[config.mk]
export PLATFORM = sky130hd
export DESIGN_NAME = lock_wait_meter
export DESIGN_NICKNAME = d
export VERILOG_FILES = /design/src/rtl/lwm_pkg.sv /design/src/rtl/lwm_parse.sv /design/src/rtl/lwm_pair.sv /design/src/rtl/lwm_emit.sv /design/src/rtl/lock_wait_meter.sv
export SDC_FILE = /design/constraint.sdc
export NUM_CORES = 1
export LEC_CHECK = 0
export ABC_AREA = 0
export CAP_MARGIN = 25
export CORE_AREA = 2 2 161 163
export CTS_CLUSTER_SIZE = 24
export DETAILED_ROUTE_END_ITERATION = 10
export DIE_AREA = 0 0 163 165
export MAX_ROUTING_LAYER = met4
export PLACE_DENSITY_LB_ADDON = 0.05
export SETUP_SLACK_MARGIN = 0.3
export SLEW_MARGIN = 40
export SYNTH_ARGS = -nofsm -noshare
export SYNTH_HDL_FRONTEND = slang
export SYNTH_SLANG_ARGS = --single-unit
[constraint.sdc]
create_clock -name clk -period 3.07 [get_ports clk]
set_input_delay 0.4605 -clock clk [delete_from_list [all_inputs] [get_ports clk]]
set_output_delay 0.4605 -clock clk [all_outputs]
set_load 0.05 [all_outputs]
[src/rtl/lwm_pkg.sv]
package lwm_pkg;
   typedef enum logic [1:0] {
      EV_NONE = 2'd0,
      EV_CALL = 2'd1,
      EV_RET  = 2'd2
   } ev_kind_e;
endpackage

[src/rtl/lwm_parse.sv]
module lwm_parse
   import lwm_pkg::*;
#(
   parameter int WORD_W = 16,
   parameter int TS_W   = 32,
   parameter int ADDR_W = 64,
   parameter logic [WORD_W-1:0] CALL_CODE = 'h0A01,
   parameter logic [WORD_W-1:0] RET_CODE  = 'h0A02
) (
   input  logic              clk,
   input  logic              rst_n,
   input  logic              beat,
   input  logic [WORD_W-1:0] word,
   input  logic              last,
   output ev_kind_e          kind_q,
   output logic [TS_W-1:0]   ts_q,
   output logic [ADDR_W-1:0] addr_q
);
   localparam int TS_WORDS   = TS_W / WORD_W;
   localparam int ADDR_WORDS = ADDR_W / WORD_W;
   localparam int CALL_LEN   = 1 + TS_WORDS + ADDR_WORDS;
   localparam int RET_LEN    = 1 + TS_WORDS;
   localparam int IDX_W      = $clog2(CALL_LEN + 1);
   localparam logic [IDX_W-1:0] IDX_MAX   = '1;
   localparam logic [IDX_W-1:0] CALL_END  = IDX_W'(CALL_LEN - 1);
   localparam logic [IDX_W-1:0] RET_END   = IDX_W'(RET_LEN - 1);
   localparam logic [IDX_W-1:0] TS_FIRST  = IDX_W'(1);
   localparam logic [IDX_W-1:0] TS_LAST   = IDX_W'(TS_WORDS);
   localparam logic [IDX_W-1:0] ADDR_LAST = IDX_W'(TS_WORDS + ADDR_WORDS);

   logic [IDX_W-1:0]  idx_q;
   logic [WORD_W-1:0] type_q;
   logic [WORD_W-1:0] cur_type;

   assign cur_type = (idx_q == '0) ? word : type_q;

   always_ff @(posedge clk or negedge rst_n) begin
      if (!rst_n) begin
         idx_q  <= '0;
         type_q <= '0;
         kind_q <= EV_NONE;
         ts_q   <= '0;
         addr_q <= '0;
      end else begin
         kind_q <= EV_NONE;
         if (beat) begin
            if (idx_q == '0)
               type_q <= word;
            if (idx_q >= TS_FIRST && idx_q <= TS_LAST)
               ts_q <= (ts_q << WORD_W) | TS_W'(word);
            if (idx_q > TS_LAST && idx_q <= ADDR_LAST)
               addr_q <= (addr_q << WORD_W) | ADDR_W'(word);
            if (last) begin
               idx_q <= '0;
               if (cur_type == CALL_CODE && idx_q == CALL_END)
                  kind_q <= EV_CALL;
               else if (cur_type == RET_CODE && idx_q == RET_END)
                  kind_q <= EV_RET;
            end else if (idx_q != IDX_MAX) begin
               idx_q <= idx_q + 1'b1;
            end
         end
      end
   end
endmodule

[src/rtl/lwm_pair.sv]
module lwm_pair
   import lwm_pkg::*;
#(
   parameter int WORD_W   = 16,
   parameter int TS_W     = 32,
   parameter int ADDR_W   = 64,
   parameter int CNT_W    = 8,
   parameter bit SATURATE = 1'b1
) (
   input  logic              clk,
   input  logic              rst_n,
   input  ev_kind_e          kind,
   input  logic [TS_W-1:0]   ts_in,
   input  logic [ADDR_W-1:0] addr_in,
   output logic              fire,
   output logic [WORD_W-1:0] delta,
   output logic [WORD_W-1:0] digest,
   output logic [CNT_W-1:0]  orphan_cnt,
   output logic [CNT_W-1:0]  overwrite_cnt
);
   localparam int ADDR_WORDS = ADDR_W / WORD_W;

   logic              pend_q;
   logic [TS_W-1:0]   call_ts_q;
   logic [WORD_W-1:0] call_dig_q;
   logic [WORD_W-1:0] fold;
   logic [TS_W-1:0]   diff;

   always_comb begin
      fold = '0;
      for (int i = 0; i < ADDR_WORDS; i++)
         fold = fold ^ addr_in[i*WORD_W +: WORD_W];
   end

   assign diff   = ts_in - call_ts_q;
   assign fire   = (kind == EV_RET) && pend_q;
   assign digest = call_dig_q;

   generate
      if (SATURATE) begin : g_clamp
         assign delta = (|diff[TS_W-1:WORD_W]) ? {WORD_W{1'b1}} : diff[WORD_W-1:0];
      end else begin : g_wrap
         assign delta = diff[WORD_W-1:0];
      end
   endgenerate

   always_ff @(posedge clk or negedge rst_n) begin
      if (!rst_n) begin
         pend_q        <= 1'b0;
         call_ts_q     <= '0;
         call_dig_q    <= '0;
         orphan_cnt    <= '0;
         overwrite_cnt <= '0;
      end else begin
         case (kind)
            EV_CALL: begin
               if (pend_q)
                  overwrite_cnt <= overwrite_cnt + 1'b1;
               pend_q     <= 1'b1;
               call_ts_q  <= ts_in;
               call_dig_q <= fold;
            end
            EV_RET: begin
               if (pend_q)
                  pend_q <= 1'b0;
               else
                  orphan_cnt <= orphan_cnt + 1'b1;
            end
            default: ;
         endcase
      end
   end
endmodule

[src/rtl/lwm_emit.sv]
module lwm_emit #(
   parameter int WORD_W = 16,
   parameter logic [WORD_W-1:0] OUT_CODE = 'h0A10
) (
   input  logic              clk,
   input  logic              rst_n,
   input  logic              load,
   input  logic [WORD_W-1:0] delta,
   input  logic [WORD_W-1:0] digest,
   input  logic              out_ready,
   output logic              busy,
   output logic [WORD_W-1:0] out_data,
   output logic              out_last
);
   logic [1:0]        sel_q;
   logic [WORD_W-1:0] delta_q;
   logic [WORD_W-1:0] dig_q;

   always_ff @(posedge clk or negedge rst_n) begin
      if (!rst_n) begin
         busy    <= 1'b0;
         sel_q   <= '0;
         delta_q <= '0;
         dig_q   <= '0;
      end else if (load) begin
         busy    <= 1'b1;
         sel_q   <= '0;
         delta_q <= delta;
         dig_q   <= digest;
      end else if (busy && out_ready) begin
         if (sel_q == 2'd2)
            busy <= 1'b0;
         else
            sel_q <= sel_q + 1'b1;
      end
   end

   always_comb begin
      case (sel_q)
         2'd0:    out_data = OUT_CODE;
         2'd1:    out_data = delta_q;
         default: out_data = dig_q;
      endcase
   end

   assign out_last = busy && (sel_q == 2'd2);
endmodule

[src/rtl/lock_wait_meter.sv]
module lock_wait_meter
   import lwm_pkg::*;
#(
   parameter int WORD_W   = 16,
   parameter int TS_W     = 32,
   parameter int ADDR_W   = 64,
   parameter int CNT_W    = 8,
   parameter bit SATURATE = 1'b1,
   parameter logic [WORD_W-1:0] CALL_CODE = 'h0A01,
   parameter logic [WORD_W-1:0] RET_CODE  = 'h0A02,
   parameter logic [WORD_W-1:0] OUT_CODE  = 'h0A10
) (
   input  logic              clk,
   input  logic              rst_n,
   input  logic              in_valid,
   output logic              in_ready,
   input  logic [WORD_W-1:0] in_data,
   input  logic              in_last,
   output logic              out_valid,
   input  logic              out_ready,
   output logic [WORD_W-1:0] out_data,
   output logic              out_last,
   output logic [CNT_W-1:0]  orphan_cnt,
   output logic [CNT_W-1:0]  overwrite_cnt
);
   generate
      if (TS_W % WORD_W != 0 || ADDR_W % WORD_W != 0)
         $error("timestamp and address widths must be whole words");
      if (TS_W <= WORD_W)
         $error("timestamp must be wider than one word");
      if (CNT_W < 1)
         $error("counter width must be at least 1");
   endgenerate

   ev_kind_e          kind;
   logic [TS_W-1:0]   ts_w;
   logic [ADDR_W-1:0] addr_w;
   logic              fire;
   logic [WORD_W-1:0] delta;
   logic [WORD_W-1:0] digest;
   logic              busy;
   logic              beat;

   assign in_ready  = !busy;
   assign out_valid = busy;
   assign beat      = in_valid && in_ready;

   lwm_parse #(
      .WORD_W(WORD_W), .TS_W(TS_W), .ADDR_W(ADDR_W),
      .CALL_CODE(CALL_CODE), .RET_CODE(RET_CODE)
   ) u_parse (
      .clk(clk), .rst_n(rst_n), .beat(beat), .word(in_data), .last(in_last),
      .kind_q(kind), .ts_q(ts_w), .addr_q(addr_w)
   );

   lwm_pair #(
      .WORD_W(WORD_W), .TS_W(TS_W), .ADDR_W(ADDR_W),
      .CNT_W(CNT_W), .SATURATE(SATURATE)
   ) u_pair (
      .clk(clk), .rst_n(rst_n), .kind(kind), .ts_in(ts_w), .addr_in(addr_w),
      .fire(fire), .delta(delta), .digest(digest),
      .orphan_cnt(orphan_cnt), .overwrite_cnt(overwrite_cnt)
   );

   lwm_emit #(
      .WORD_W(WORD_W), .OUT_CODE(OUT_CODE)
   ) u_emit (
      .clk(clk), .rst_n(rst_n), .load(fire), .delta(delta), .digest(digest),
      .out_ready(out_ready), .busy(busy), .out_data(out_data), .out_last(out_last)
   );
endmodule

==> flow_summary_export.csv <==
group,metric,value,unit
placement,placed_cell_area,0.0122,mm^2
worst_setup_path,setup.worst_path.start,"u_parse.ts_q[22]",
floorplan,die_x,163,um
clocking,cts_tree,"done",
sta,max_clock_freq,359,MHz
clocking,cts_htree_levels,1,
route,drt-wirelength-per-cell,18.1,um
grt,grt_pass1_wl,42.6,mm
sta,report.final.slew_viol_count,0,
worst_setup_path,crit_type,"reg -> reg",
route,first_iter_violations,561,
worst_setup_path,critical_path_required_time,3.47,ns
synth,synth-seq-cells,217,
synth,syn_avg_cell_area,10.6,um^2
route,drt-vias-per-instance,5.34,
final_layout,final_net_count,1197,
worst_setup_path,worstPathBufferInverterCount,1,
final_layout,drive_gt1_frac,0.244,
sta,hold_viol,0,
final_layout,mostFrequentLayoutCell,"dfrtp_1",
worst_setup_path,worst_path_slowest_cell,"dfrtp_1",
route,drt_first_pass_iters,5,
floorplan,starting_utilization_of_the_core_area,0.445,
synth,ys.flop_type,"dfrtp_1",
flow_run,maxCapViolations,0,
final_layout,filler_free_cell_count_of_the_finished_design,1483,
clocking,cts-root-buf,"clkbuf_16",
worst_setup_path,timing.critical_path.max_delay_family,"compound AO/OA/AOI/OAI gates",
grt,first_global_vias,7718,
clocking,sink_count,217,
floorplan,die_area,0.0269,mm^2
clocking,cts_made_buffers,26,
grt,global_route.usage.total,0.208,
placement,sum_of_net_half_perimeters_after_detailed_placement,19.2,mm
grt,grt.overflow.total,0,
sta,final_worst_path_cycle_share,0.909,
floorplan,std_cell_rows,58,
sta,timing_worst_slew_pin_value,0.507,ns
grt,grt_max_degree,90,
placement,dp_slack,-0.135,ns
min_path,hold_class,"in -> async",
floorplan,io_pins,56,
worst_setup_path,crit_fanout,16,
grt,grt_antenna_before_repair,1,
synth,synthesis.nets,1116,
floorplan,placeableCoreArea,0.0250,mm^2
synth,post_synth_instance_area,0.0111,mm^2
worst_setup_path,critPathLaunchType,"flop",
sta,post-route-worst-setup-slack,0.281,ns
sta,hold_ws,0.335,ns
sta,setup_total_negative_slack,0,ns
run_status,run_status,"finished clean",
worst_setup_path,endpoint_kind,"flop",
sta,grt_setup_unrepaired,"yes",
route,drtAntennaViolNets,0,
worst_setup_path,critical_path_arrival,3.19,ns
synth,seq_area_frac_synth,0.488,
sta,finClkSkew,0.0327,ns
synth,synth_enable_flop_cells,0,
pwr,p_per_area,1030,mW/mm^2
pwr,power.total,13.9,mW
final_layout,layout.cells.most_common_list,"dfrtp_1, nand2_1, mux2_2, xnor2_1, nor2_1",
synth,synth-async-reset-ratio,1.00,
final_layout,layout.core_utilization,0.542,
final_layout,area_growth_from_synthesis_to_layout,22.0,%
clocking,clockBufferDepth,3,
placement,finalWeightedCongestion,0.880,
synth,yosysWarnings,0,
clocking,clk_latency,0.54,ns
pwr,total_leakage_power,5.85,nW
final_layout,fin_area,0.0136,mm^2
sta,clock_period_minus_final_worst_setup_slack,2.79,ns
route,route.detailed.drc,0,
floorplan,dieHeight,165,um
synth,netlist-cell-type-count,62,
placement,placement.io_buffers,55,
worst_setup_path,worstPathCellList,"ha_1 -> a21o_1 -> a21oi_1 -> a2bb2oi_1 -> o211ai_1 -> nor4_2 -> o2111ai_2 -> nor4_4 -> buf_12 -> a31oi_1",
synth,synthesis.instances,1051,
route,vias_post_dr,7913,
worst_setup_path,max_stage_delay,0.41,ns
sta,maxSlewHeadroom,0.661,
worst_setup_path,crit-reg2reg-launch,"u_parse.ts_q[22]",
clocking,cts.clk_slew.worst_paths,0.06,ns
route,totalWireLength,26.9,mm
pwr,vdd_ir_drop_max,0.000455,V
placement,numPlacedInstances,1425,
sta,report.final.setup_viol,0,
[where the power goes]
part           internal, mW  switching [mW]  leakage (nW)
logic                  3.12            3.61          2.57
registers              3.57           0.665          2.86
clock network          1.78            1.19         0.417
total                  8.47            5.47          5.85
[what timing repair did]
| action | in CTS | in global routing |
|---|---|---|
| cloned | 0 | 1 |
| resized for setup | 54 | 29 |
| pin swaps | 5 | 7 |
| hold endpoints to repair | 58 | 0 |
| setup endpoints to repair | 32 | 28 |
| buffers inserted | 3 | 3 |
| hold buffers | 1 | 0 |
[worst register-to-register path, delay by kind of cell (launching register included)]
family	cells	cell delay, ns
and+or+nand+nor	2	0.66
adders and majority gates	1	0.33
buffers and inverters	1	0.18
DFF	1	0.41
AOI/OAI and AO/OA	6	1.06
[path summary, 6_finish.rpt]
check	to	slack, ns	depth (start not counted)
max in group asynchronous	u_parse.ts_q[4]	1.74	4
worst max register to register	u_emit.delta_q[1]	0.28	10
worst min-delay path	u_pair.call_ts_q[24]	0.34	2
worst max-delay path	u_emit.delta_q[1]	0.28	10
min in group clk	u_pair.orphan_cnt[7]	0.46	1
worst min register to register	u_pair.orphan_cnt[7]	0.46	1
[state kept, by name, summed over array words and instances, names as in the netlist]
signal,flops
u_parse.type_q,16
u_pair.pend_q,1
u_emit.busy,1
u_parse.idx_q,3
u_pair.overwrite_cnt,8
u_parse.kind_q,2
u_pair.orphan_cnt,8
u_emit.sel_q,2
u_emit.delta_q,16
u_pair.digest,16
u_parse.addr_q,64
u_emit.dig_q,16
u_parse.ts_q,32
u_pair.call_ts_q,32
[synthesized netlist by cell type (17+ instances only)]
cell      instances  area [um^2]
o21ai_0          56          280
nand2_1         123          462
inv_1            46          173
clkbuf_1         27          101
mux2_2          116         1310
a21oi_1          59          295
nor3_1           20          100
a31oi_1          22          138
nand3_1          17         85.1
nor2_1           59          221
ha_1             43          538
xnor2_1          74          648
dfrtp_1         217         5430
[cells by family after synthesis]
kind of cell,count (synthesis),synth area share
XOR/XNOR,85,0.0676
multiplexers,119,0.120
flip-flops,217,0.488
AO/OA/AOI/OAI,204,0.118
buffers and inverters,89,0.0325
adder cells (fa/ha/maj),44,0.0501
AND/OR/NAND/NOR,293,0.124
[layer usage]
metal  share of wire  wire, um  vias up  GRT usage
li1                -         -     3848          -
met1            0.52     14000     3891      0.317
met2            0.43     11500      142      0.299
met3           0.035       939       32     0.0249
met4           0.017       452        0     0.0442
met5               0         0        -          -
[cell type report]
cell class	instances	area, um^2
antenna	2	5.00
clock inverter	8	100
inverter	47	176
tap	330	413
timing repair buffer	95	952
sequential	217	5430
multi-input combinational	745	5750
clock buffer	39	749
fill	2245	11500
(Power assumes the default switching activity.)
